==> src/rtl/sdrf_pkg.sv <==
package sdrf_pkg;

   // sequencer states
   typedef enum logic [3:0] {
      ST_IDLE = 4'd0,
      ST_REQ  = 4'd1,
      ST_PRE  = 4'd2,
      ST_WRP  = 4'd3,
      ST_AREF = 4'd4,
      ST_WRFC = 4'd5,
      ST_DONE = 4'd6,
      ST_SREN = 4'd7,
      ST_SRES = 4'd8,
      ST_SRX  = 4'd9
   } sdrf_state_e;

   // command codes as {cs_n, ras_n, cas_n, we_n}
   localparam logic [3:0] CMD_NOP   = 4'b0111;
   localparam logic [3:0] CMD_PRE   = 4'b0010;
   localparam logic [3:0] CMD_AREF  = 4'b0001;
   localparam logic [3:0] CMD_DESEL = 4'b1111;

   function automatic int unsigned umax(input int unsigned a, input int unsigned b);
      return (a > b) ? a : b;
   endfunction

endpackage

==> src/rtl/sdrf_wait_counter.sv <==
module sdrf_wait_counter #(
   parameter int unsigned CW = 4
) (
   input  logic          clk,
   input  logic          rst_n,
   input  logic          load,
   input  logic [CW-1:0] load_val,
   output logic          expired
);

   logic [CW-1:0] cnt_q;

   always_ff @(posedge clk or negedge rst_n) begin
      if (!rst_n)              cnt_q <= '0;
      else if (load)           cnt_q <= load_val;
      else if (cnt_q != '0)    cnt_q <= cnt_q - 1'b1;
   end

   assign expired = (cnt_q == '0);

endmodule

==> src/rtl/sdrf_interval_timer.sv <==
module sdrf_interval_timer #(
   parameter  int unsigned REFI_CYC     = 1041,
   parameter  int unsigned OWED_MAX     = 3,
   parameter  int unsigned POSTPONE_LIM = 2,
   localparam int unsigned TW           = $clog2(REFI_CYC),
   localparam int unsigned OW           = $clog2(OWED_MAX + 1)
) (
   input  logic          clk,
   input  logic          rst_n,
   input  logic          hold,
   input  logic          served,
   output logic [OW-1:0] owed,
   output logic          urgent
);

   logic [TW-1:0] tmr_q;
   logic [OW-1:0] owed_q;
   logic          tick, inc, dec;

   assign tick = (tmr_q == '0);
   assign dec  = served && (owed_q != '0);
   assign inc  = tick && ((owed_q != OW'(OWED_MAX)) || dec);

   always_ff @(posedge clk or negedge rst_n) begin
      if (!rst_n) begin
         tmr_q  <= TW'(REFI_CYC - 1);
         owed_q <= '0;
      end else if (hold) begin
         tmr_q  <= TW'(REFI_CYC - 1);
         owed_q <= '0;
      end else begin
         tmr_q <= tick ? TW'(REFI_CYC - 1) : tmr_q - 1'b1;
         if (inc && !dec)      owed_q <= owed_q + 1'b1;
         else if (dec && !inc) owed_q <= owed_q - 1'b1;
      end
   end

   assign owed   = owed_q;
   assign urgent = (owed_q >= OW'(POSTPONE_LIM));

   // debt never exceeds its ceiling and is not lost at the ceiling
   assert_owed_saturates_R6 : assert property (@(posedge clk) disable iff (!rst_n)
      (!hold && (owed_q == OW'(OWED_MAX)) && !served) |=> (owed_q == OW'(OWED_MAX)));

   // each interval expiry adds one owed refresh below the ceiling
   assert_tick_adds_R2 : assert property (@(posedge clk) disable iff (!rst_n)
      (!hold && tick && !served && (owed_q < OW'(OWED_MAX))) |=> (owed_q == $past(owed_q) + 1'b1));

endmodule

==> src/rtl/sdrf_seq_fsm.sv <==
module sdrf_seq_fsm
   import sdrf_pkg::*;
#(
   parameter int unsigned T_RP    = 3,
   parameter int unsigned T_RFC   = 10,
   parameter int unsigned T_RAS   = 6,
   parameter int unsigned XSR_EFF = 10,
   parameter int unsigned CW      = 4
) (
   input  logic       clk,
   input  logic       rst_n,
   input  logic       owed_nz,
   input  logic       lp_req,
   input  logic       arb_grant,
   output logic [3:0] cmd,
   output logic       cke,
   output logic       a10,
   output logic       busy,
   output logic       ref_req,
   output logic       ref_done,
   output logic       served,
   output logic       sr_active
);

   sdrf_state_e   state_q, state_d;
   logic          sr_q;
   logic          ld, expired;
   logic [CW-1:0] ld_val;

   sdrf_wait_counter #(.CW(CW)) wait_i (
      .clk      (clk),
      .rst_n    (rst_n),
      .load     (ld),
      .load_val (ld_val),
      .expired  (expired)
   );

   always_comb begin
      ld     = 1'b0;
      ld_val = '0;
      case (state_q)
         ST_PRE:  begin ld = 1'b1; ld_val = CW'(T_RP - 2);  end
         ST_AREF: begin ld = 1'b1; ld_val = CW'(T_RFC - 2); end
         ST_SREN: begin ld = 1'b1; ld_val = CW'(T_RAS - 2); end
         ST_SRES: if (expired && !lp_req) begin ld = 1'b1; ld_val = CW'(XSR_EFF - 1); end
         default: ;
      endcase
   end

   always_comb begin
      state_d = state_q;
      case (state_q)
         ST_IDLE: if (owed_nz || lp_req) state_d = ST_REQ;
         ST_REQ:  if (arb_grant) state_d = ST_PRE;
         ST_PRE:  state_d = ST_WRP;
         ST_WRP:  if (expired) state_d = sr_q ? ST_SREN : ST_AREF;
         ST_AREF: state_d = ST_WRFC;
         ST_WRFC: if (expired) state_d = ST_DONE;
         ST_DONE: state_d = ST_IDLE;
         ST_SREN: state_d = ST_SRES;
         ST_SRES: if (expired && !lp_req) state_d = ST_SRX;
         ST_SRX:  if (expired) state_d = ST_AREF;
         default: state_d = ST_IDLE;
      endcase
   end

   always_ff @(posedge clk or negedge rst_n) begin
      if (!rst_n) begin
         state_q <= ST_IDLE;
         sr_q    <= 1'b0;
      end else begin
         state_q <= state_d;
         if (state_q == ST_REQ && arb_grant) sr_q <= lp_req;
      end
   end

   always_comb begin
      cmd = CMD_NOP;
      cke = 1'b1;
      a10 = 1'b0;
      case (state_q)
         ST_PRE:  begin cmd = CMD_PRE; a10 = 1'b1; end
         ST_AREF: cmd = CMD_AREF;
         ST_SREN: begin cmd = CMD_AREF; cke = 1'b0; end
         ST_SRES: cke = 1'b0;
         default: ;
      endcase
   end

   assign busy      = !(state_q == ST_IDLE || state_q == ST_REQ);
   assign ref_req   = !(state_q == ST_IDLE || state_q == ST_DONE);
   assign ref_done  = (state_q == ST_DONE);
   assign served    = (state_q == ST_AREF);
   assign sr_active = (state_q == ST_SREN) || (state_q == ST_SRES) || (state_q == ST_SRX);

   assert_grant_starts_pre_R3 : assert property (@(posedge clk) disable iff (!rst_n)
      (state_q == ST_REQ && arb_grant) |=> (cmd == CMD_PRE && a10));

   assert_pre_then_nop_R4 : assert property (@(posedge clk) disable iff (!rst_n)
      (cmd == CMD_PRE) |=> (cmd == CMD_NOP));

   assert_done_releases_R5 : assert property (@(posedge clk) disable iff (!rst_n)
      ref_done |=> (!busy && !ref_req));

endmodule

==> src/rtl/sdrf_refresh_seq.sv <==
module sdrf_refresh_seq
   import sdrf_pkg::*;
#(
   parameter int unsigned CLK_PS       = 7500,
   parameter int unsigned REFI_PS      = 7810000,
   parameter int unsigned T_RP         = 3,
   parameter int unsigned T_RFC        = 10,
   parameter int unsigned T_RAS        = 6,
   parameter int unsigned T_XSR        = 10,
   parameter int unsigned OWED_MAX     = 3,
   parameter int unsigned POSTPONE_LIM = 2,
   parameter bit          IDLE_NOP     = 1'b1
) (
   input  logic clk,
   input  logic rst_n,
   input  logic lp_req,
   input  logic arb_grant,
   output logic ref_req,
   output logic ref_urgent,
   output logic ref_done,
   output logic busy,
   output logic sdr_cs_n,
   output logic sdr_ras_n,
   output logic sdr_cas_n,
   output logic sdr_we_n,
   output logic sdr_cke,
   output logic sdr_a10
);

   localparam int unsigned REFI_CYC = REFI_PS / CLK_PS;
   localparam int unsigned XSR_EFF  = (T_XSR < 2) ? 2 : T_XSR;
   localparam int unsigned MAXW     = umax(umax(T_RP, T_RFC), umax(T_RAS, XSR_EFF));
   localparam int unsigned CW       = $clog2(MAXW + 1);
   localparam int unsigned OW       = $clog2(OWED_MAX + 1);
   localparam int unsigned GW       = $clog2(MAXW + 2);

   // elaboration-time parameter checks
   if (REFI_CYC < 16)                begin : g_chk_refi  $error("refresh interval too short"); end
   if (T_RP < 2 || T_RFC < 2)        begin : g_chk_tim   $error("T_RP and T_RFC must be >= 2"); end
   if (T_RAS < 2)                    begin : g_chk_ras   $error("T_RAS must be >= 2"); end
   if (OWED_MAX < 1)                 begin : g_chk_owed  $error("OWED_MAX must be >= 1"); end
   if (POSTPONE_LIM < 1 || POSTPONE_LIM > OWED_MAX)
                                     begin : g_chk_plim  $error("POSTPONE_LIM out of range"); end

   logic [OW-1:0] owed;
   logic [3:0]    fsm_cmd, cmd_out;
   logic          served, sr_active, fsm_cke, fsm_a10, bus_own;

   sdrf_interval_timer #(
      .REFI_CYC     (REFI_CYC),
      .OWED_MAX     (OWED_MAX),
      .POSTPONE_LIM (POSTPONE_LIM)
   ) timer_i (
      .clk    (clk),
      .rst_n  (rst_n),
      .hold   (sr_active),
      .served (served),
      .owed   (owed),
      .urgent (ref_urgent)
   );

   sdrf_seq_fsm #(
      .T_RP    (T_RP),
      .T_RFC   (T_RFC),
      .T_RAS   (T_RAS),
      .XSR_EFF (XSR_EFF),
      .CW      (CW)
   ) fsm_i (
      .clk       (clk),
      .rst_n     (rst_n),
      .owed_nz   (owed != '0),
      .lp_req    (lp_req),
      .arb_grant (arb_grant),
      .cmd       (fsm_cmd),
      .cke       (fsm_cke),
      .a10       (fsm_a10),
      .busy      (busy),
      .ref_req   (ref_req),
      .ref_done  (ref_done),
      .served    (served),
      .sr_active (sr_active)
   );

   assign bus_own = busy;

   // idle-cycle encoding variant
   if (IDLE_NOP) begin : g_idle_nop
      assign cmd_out = bus_own ? fsm_cmd : CMD_NOP;
   end else begin : g_idle_desel
      assign cmd_out = bus_own ? fsm_cmd : CMD_DESEL;
   end

   assign {sdr_cs_n, sdr_ras_n, sdr_cas_n, sdr_we_n} = cmd_out;
   assign sdr_cke = fsm_cke;
   assign sdr_a10 = fsm_a10;

   // pin-level spacing monitors for the assertions below
   logic [GW-1:0] pre_gap_q, rfc_gap_q, low_run_q, rise_gap_q;
   logic          cke_q;

   always_ff @(posedge clk or negedge rst_n) begin
      if (!rst_n) begin
         pre_gap_q  <= '1;
         rfc_gap_q  <= '1;
         low_run_q  <= '0;
         rise_gap_q <= '1;
         cke_q      <= 1'b1;
      end else begin
         cke_q <= sdr_cke;
         if (cmd_out == CMD_PRE)                 pre_gap_q <= GW'(1);
         else if (pre_gap_q != '1)               pre_gap_q <= pre_gap_q + 1'b1;
         if (cmd_out == CMD_AREF && sdr_cke)     rfc_gap_q <= GW'(1);
         else if (rfc_gap_q != '1)               rfc_gap_q <= rfc_gap_q + 1'b1;
         if (!sdr_cke)                           low_run_q <= (low_run_q != '1) ? low_run_q + 1'b1 : low_run_q;
         else                                    low_run_q <= '0;
         if (sdr_cke && !cke_q)                  rise_gap_q <= GW'(1);
         else if (rise_gap_q != '1)              rise_gap_q <= rise_gap_q + 1'b1;
      end
   end

   assert_rp_spacing_R4 : assert property (@(posedge clk) disable iff (!rst_n)
      (cmd_out == CMD_AREF) |-> (pre_gap_q >= GW'(T_RP)));

   assert_rfc_quiet_R5 : assert property (@(posedge clk) disable iff (!rst_n)
      (cmd_out == CMD_PRE || cmd_out == CMD_AREF) |-> (rfc_gap_q >= GW'(T_RFC)));

   assert_entry_is_refresh_R8 : assert property (@(posedge clk) disable iff (!rst_n)
      $fell(sdr_cke) |-> (cmd_out == CMD_AREF));

   assert_sr_quiet_R9 : assert property (@(posedge clk) disable iff (!rst_n)
      (!sdr_cke && !$fell(sdr_cke)) |-> (cmd_out == CMD_NOP));

   assert_residency_R9 : assert property (@(posedge clk) disable iff (!rst_n)
      $rose(sdr_cke) |-> (low_run_q >= GW'(T_RAS)));

   assert_exit_nops_R10 : assert property (@(posedge clk) disable iff (!rst_n)
      (cmd_out == CMD_AREF && sdr_cke) |-> (rise_gap_q >= GW'(XSR_EFF)));

endmodule

==> config.mk <==
export PLATFORM = sky130hd
export DESIGN_NAME = sdrf_refresh_seq
export DESIGN_NICKNAME = d
export VERILOG_FILES = /design/src/rtl/sdrf_pkg.sv /design/src/rtl/sdrf_wait_counter.sv /design/src/rtl/sdrf_interval_timer.sv /design/src/rtl/sdrf_seq_fsm.sv /design/src/rtl/sdrf_refresh_seq.sv
export SDC_FILE = /design/constraint.sdc
export NUM_CORES = 1
export LEC_CHECK = 0
export CAP_MARGIN = 20
export CORE_AREA = 2 2 62 64
export DETAILED_ROUTE_END_ITERATION = 12
export DIE_AREA = 0 0 64 66
export HOLD_SLACK_MARGIN = 0.06
export PLACE_DENSITY = 0.66
export SLEW_MARGIN = 0
export SYNTH_ARGS = -nofsm -noshare
export SYNTH_HDL_FRONTEND = slang
export SYNTH_SLANG_ARGS = --single-unit
==> constraint.sdc <==
create_clock -name clk -period 3.2 [get_ports clk]
set_clock_uncertainty 0.1 [all_clocks]
set_input_delay 0.32 -clock clk [delete_from_list [all_inputs] [get_ports clk]]
set_output_delay 0.32 -clock clk [all_outputs]
set_load 0.005 [all_outputs]
Word-level counts from Yosys, hierarchy flattened
Index checks and enable logic that the tools add are counted.
- add/sub/neg operators: 4
- equal/unequal tests: 16
- multiplexer cells: 23
- order comparisons: 1
- $mul: 0
- bitwise operators: 0
- shift-type cells: 0
- reduce and logical (&&, ||, !) cells: 28
- divide/modulo/power cells: 0
- operators by type and width (operator ; count):
    $mux 4 ; 10
    $pmux 4 s9 ; 1
    $mux 11 ; 2
    $eq 4x3->1 const B ; 4
    $pmux 4 s4 ; 1
    $logic_not 11->1 ; 1
    $sub 11x1->11 const B ; 1
    $ne 2x1->1 const B ; 5
    $eq 4x2->1 const B ; 2
    $eq 4x4->1 const B ; 2
    $logic_not 4->1 ; 2
    $mux 2 ; 4
    $logic_and 1x1->1 ; 6
    $logic_or 1x1->1 ; 6
    $pmux 3 s2 ; 1
    $reduce_and 6->1 ; 1
    $logic_not 1->1 ; 5
    $eq 4x1->1 const B ; 1
    $ne 2x2->1 const B ; 2
    $reduce_bool 2->1 ; 2
    $reduce_bool 4->1 ; 1
    $reduce_or 2->1 ; 2
    $sub 4x1->4 const B ; 1
    $mux 1 ; 3
    other kinds (6) ; 6
- memories kept: 0
- memory bits (read-only): 0
- RAM bits: 0
- output and inout bits: 10
- bits of input ports: 4
- register bits after elaboration: 22
- bits in latches: 0

Depth between registers and ports, before layout
- depth in word-level cells: 9
- mapped depth: 9
- depth with buffers taken out: 9

Modules after synthesis
A second synthesis with hierarchy kept.
- cells, all modules: 169
- area total of the unflattened synthesis: 1544.0 um^2
- by module, submodules not included (module ; area each (um^2) ; cells each ; times used):
    sdrf_interval_timer ; 719.4 ; 71 ; 1
    sdrf_seq_fsm ; 559.3 ; 71 ; 1
    sdrf_wait_counter ; 234.0 ; 22 ; 1
    sdrf_refresh_seq ; 31.3 ; 5 ; 1

Worst setup path after synthesis
Ideal clock, no wire load.
- path kind: flip-flop to flip-flop
- start point: register timer_i.tmr_q[0]
- end point: register timer_i.owed_q[1] (netlist: timer_i.owed[1])
- arrival: 2.525 ns
- period minus slack after synthesis: 2.703 ns
- library setup time: 0.078 ns
- stages on the path, launching flop included: 9
- slack: 0.497 ns
- buffers on the path: 0
- cell sequence: dfrtp_1 > inv_1 > ha_1 > or4b_4 > or4_4 > a31oi_1 > ha_1 > or3_1 > a21oi_1
- longest elaborated chain between the ends: 5
- RTL lines (what ; line ; source):
    start, declared ; sdrf_interval_timer.sv:16 ; logic [TW-1:0] tmr_q;
    start signal, assigned ; sdrf_interval_timer.sv:26 ; tmr_q <= TW'(REFI_CYC - 1);
    start signal, assigned ; sdrf_interval_timer.sv:29 ; tmr_q <= TW'(REFI_CYC - 1);
    start signal, assigned ; sdrf_interval_timer.sv:32 ; tmr_q <= tick ? TW'(REFI_CYC - 1) : tmr_q - 1'b1;
    $logic_not 11->1 (*) ; sdrf_interval_timer.sv:20 ; assign tick = (tmr_q == '0);
    $logic_and 1x1->1 (*) ; sdrf_interval_timer.sv:22 ; assign inc = tick && ((owed_q != OW'(OWED_MAX)) || dec);
    $logic_and 1x1->1 or $logic_not 1->1 (tied branches) ; sdrf_interval_timer.sv:33, sdrf_interval_timer.sv:34 ;
    $mux 2 or $logic_and 1x1->1 (tied branches) ; sdrf_interval_timer.sv:33, sdrf_interval_timer.sv:34 ;
    $mux 2 or $reduce_bool 3->1 (tied branches) ; -- ;
    end signal, assigned ; sdrf_interval_timer.sv:33 ; if (inc && !dec) owed_q <= owed_q + 1'b1;
    end signal, assigned ; sdrf_interval_timer.sv:34 ; else if (dec && !inc) owed_q <= owed_q - 1'b1;
    end, declared ; sdrf_interval_timer.sv:17 ; logic [OW-1:0] owed_q;
Every way passes the cells marked *; elsewhere a longest branch is shown, timed or not.
A chain may end at the register's enable or synchronous reset.

Final worst setup path
Same ends and word-level chain as after synthesis.

==> results.md <==
* Critical R2R Launch: timer_i.tmr_q[0]$_DFF_PN0_
* GPL Wtd Cong at 0.8286
* TritonCTS clock tree: built
* Hold Path Depth at 1
* Post-CTS Hold Buffers at 0
* Yosys reg bits at 22
* Total Routing Usage GR at 14.12%
* Post-CTS Setup Bufs at 0
* Buf+Inv Stages, Crit Path at 1
* CP arrival at 3.00 ns
* Commonest non-fill, non-tap cell in the layout: nor2_1
* Largest net degree at the start of global routing at 24
* Clk slew on worst S/H paths at 0.13 ns
* # setup viols final at 0
* DRC errors left at 0
* Critical-path top delay cell: or4_4
* Slowest stage delay, CP at 0.53 ns
* Post-detailed-route wirelength per cell at 13.14 um
* Max-Cap Viols at 0
* Die span in x at 64 um
* WL final at 2734 um
* Starting DRT DRC Count at 104
* Clk_lat worst skew at 0.31 ns
* Maximum clock rate at 0.3489 GHz
* Mapped Nets at 159
* FF-to-FF End: timer_i.owed[1]$_DFFE_PN0P_
* Sequential area share after synthesis at 40.96%
* Status: completed
* Unrepaired setup endpoints after global routing: no
* Mapped Cells at 152
* Clock root cell: clkbuf_4
* Clock Tree Buf Depth at 2
* Critical path capture point type: flip-flop
* Max-slew violation count at 0
* Total negative slack at 0 ns
* Final Cycle Share at 89.57%
* Worst Hold Class: reg2reg
* 1st-pass router iterations at 5
* PortBufs at 12
* CP Class: reg2reg
* Die height at 66 um
* Hold path endpoint: timer_i.tmr_q[0]$_DFF_PN0_
* Top FF cell, synth: dfrtp_1
* Synth Warn # at 0
* Hold Fails Final Rpt at 0
* Hold WS at 0.3881 ns
* Vias in the first global route at 1,059
* Max_slew headroom at 33.37%
* P&R area growth vs syn at 14.55%
* Mapped cell area at 1350 um^2
* I/O pin cnt at 14
* Family with the most delay on the worst path: simple AND/OR/NAND/NOR gates
* Ant. Diodes at 0
* Via/cell ratio at 5.481
* Critical-path cell list: inv_1 > ha_1 > or4b_4 > or4_4 > a31oi_1 > ha_1 > or3_1 > a21oi_1
* Syn avg cell area at 8.882 um^2
* Global-route wire length before repair at 4747 um
* Async SR Flop Fraction at 100.0%
* Final HPWL DP at 2022 um
* Die area at 4224 um^2
* Final instance area at 1546 um^2
* Crit-path most repeated cell: ha_1
* CTS buffer count at 3
* Initial antenna violation count at 0
* Most frequent cells in the layout: nor2_1, dfrtp_1, clkdlybuf4s50_1, inv_1
* Site Rows at 22
* Starting density of the core at 38.02%
* Nets at 168
* H-tree levels at 1
* WP data required at 3.34 ns
* Total grt overflow at 0
* Crit path max fanout at 5
* Core ar. at 3551 um^2
* Antenna viol nets, final at 0
* Via count at 1,140
* Fraction of layout cells with a size suffix above 1 at 9.375%
* DP Area at 1494 um^2
* R2R Setup Slk at 0.33 ns
* Post-synth EDFFs at 0
* Tmin final at 2.866 ns
* Clock sink count at 22
* Yosys cell types at 46
* Worst slew pin tran at 0.9963 ns
* Hold_sp: timer_i.tmr_q[0]$_DFF_PN0_
* PD cells at 1088 nW/um^2
* Crit start category: flip-flop
* R2R depth at 8
* Post-cts resize count at 0
* Peak VDD IR at 0.0003964 V
* Leak pwr at 0.6354 nW
==> cell usage after synthesis, drive strengths merged, types with 4 or more instances <==
| master | instances | area share (%) |
|---|---|---|
| buf | 4 | 1.6 |
| a21oi | 7 | 2.6 |
| nand3 | 4 | 1.5 |
| nor2b | 5 | 2.3 |
| o22ai | 4 | 1.9 |
| nor2 | 25 | 7.0 |
| nand2 | 8 | 2.8 |
| dfrtp | 20 | 37 |
| clkbuf | 4 | 1.1 |
| inv | 8 | 2.2 |
| nor4 | 4 | 1.9 |
| xnor2 | 7 | 4.5 |
| nor3 | 4 | 1.5 |
==> power breakdown <==
| group | internal [mW] | switching, mW |
|---|---|---|
| Combinational | 0.434 | 0.411 |
| Sequential | 0.414 | 0.211 |
| Clock | 0.127 | 0.0866 |
==> registers in the layout, indices dropped and copies added, names as in the netlist <==
signal	cells
fsm_i.sr_q	1
timer_i.tmr_q	11
timer_i.owed	2
fsm_i.wait_i.cnt_q	4
fsm_i.state_q	4
==> layout make-up <==
type	count	area, um^2
Multi-Input combinational cell	114	730.7
Clock inverter	1	30.03
Fill cell	353	2004
Clock buffer	3	22.52
Timing Repair Buffer	12	120.1
Sequential cell	22	553.0
Inverter	8	30.03
Tap cell	48	60.06
==> worst max path at each step <==
stage	startpoint	end	slack, ns	cells after the start
2_1_floorplan	timer_i.tmr_q[0]$_DFF_PN0_	timer_i.owed[1]$_DFFE_PN0P_	0.50	8
5_1_grt	timer_i.tmr_q[0]$_DFF_PN0_	timer_i.owed[1]$_DFFE_PN0P_	0.17	8
4_1_cts	timer_i.tmr_q[0]$_DFF_PN0_	timer_i.owed[1]$_DFFE_PN0P_	0.32	8
3_5_place_dp	timer_i.tmr_q[0]$_DFF_PN0_	timer_i.owed[1]$_DFFE_PN0P_	0.35	8
3_3_place_gp	timer_i.tmr_q[0]$_DFF_PN0_	timer_i.owed[1]$_DFFE_PN0P_	0.45	8
6_report	timer_i.tmr_q[0]$_DFF_PN0_	timer_i.owed[1]$_DFFE_PN0P_	0.33	8
==> worst reg2reg max path, delay by kind of cell (launching register included) <==
family                   cells  cell delay [ns]
AND/OR/NAND/NOR              3             1.42
adder cells (fa/ha/maj)      2             0.47
buffers and inverters        1             0.07
flip-flops                   1             0.43
AO/OA/AOI/OAI                2             0.32
==> per-stage QoR <==
| stage | worst slack (ns) | total power, mW | std cells | util (%) |
|---|---|---|---|---|
| 2_1_floorplan | 0.4970 | 1.216 | 152 | - |
| 3_3_place_gp | 0.4541 | 1.441 | 204 | 42.07 |
| 3_5_place_dp | 0.3526 | 1.477 | 204 | 42.07 |
| 4_1_cts | 0.3182 | 1.694 | 208 | 43.55 |
| 5_1_grt | 0.1663 | 1.844 | 208 | 43.55 |
| 6_report | 0.3336 | 1.683 | 208 | 43.55 |
==> per-layer routing <==
| metal | vias up | GRT usage, % | part of all wire [%] | wire [um] |
|---|---|---|---|---|
| met5 | - | 0 | 0 | 0 |
| met4 | 0 | 4.891 | 0.66 | 18 |
| met3 | 4 | 2.555 | 3.9 | 106 |
| met2 | 27 | 24.22 | 52 | 1411 |
| met1 | 554 | 17.80 | 44 | 1198 |
| li1 | 555 | - | - | - |
==> cells by family (layout without fill, tap and decap cells) <==
group | count (synthesis) | count (layout) | synth area share [%]
flops | 22 | 22 | 40.96
xor+xnor | 10 | 10 | 6.488
compound gates | 32 | 32 | 16.13
other cells | 1 | 1 | 0.2778
fa+ha+maj | 3 | 3 | 2.781
mux | 3 | 3 | 2.317
buf+inv | 16 | 24 | 4.912
simple gates | 65 | 65 | 26.14
No activity file was read; power rests on OpenSTA's default activity.
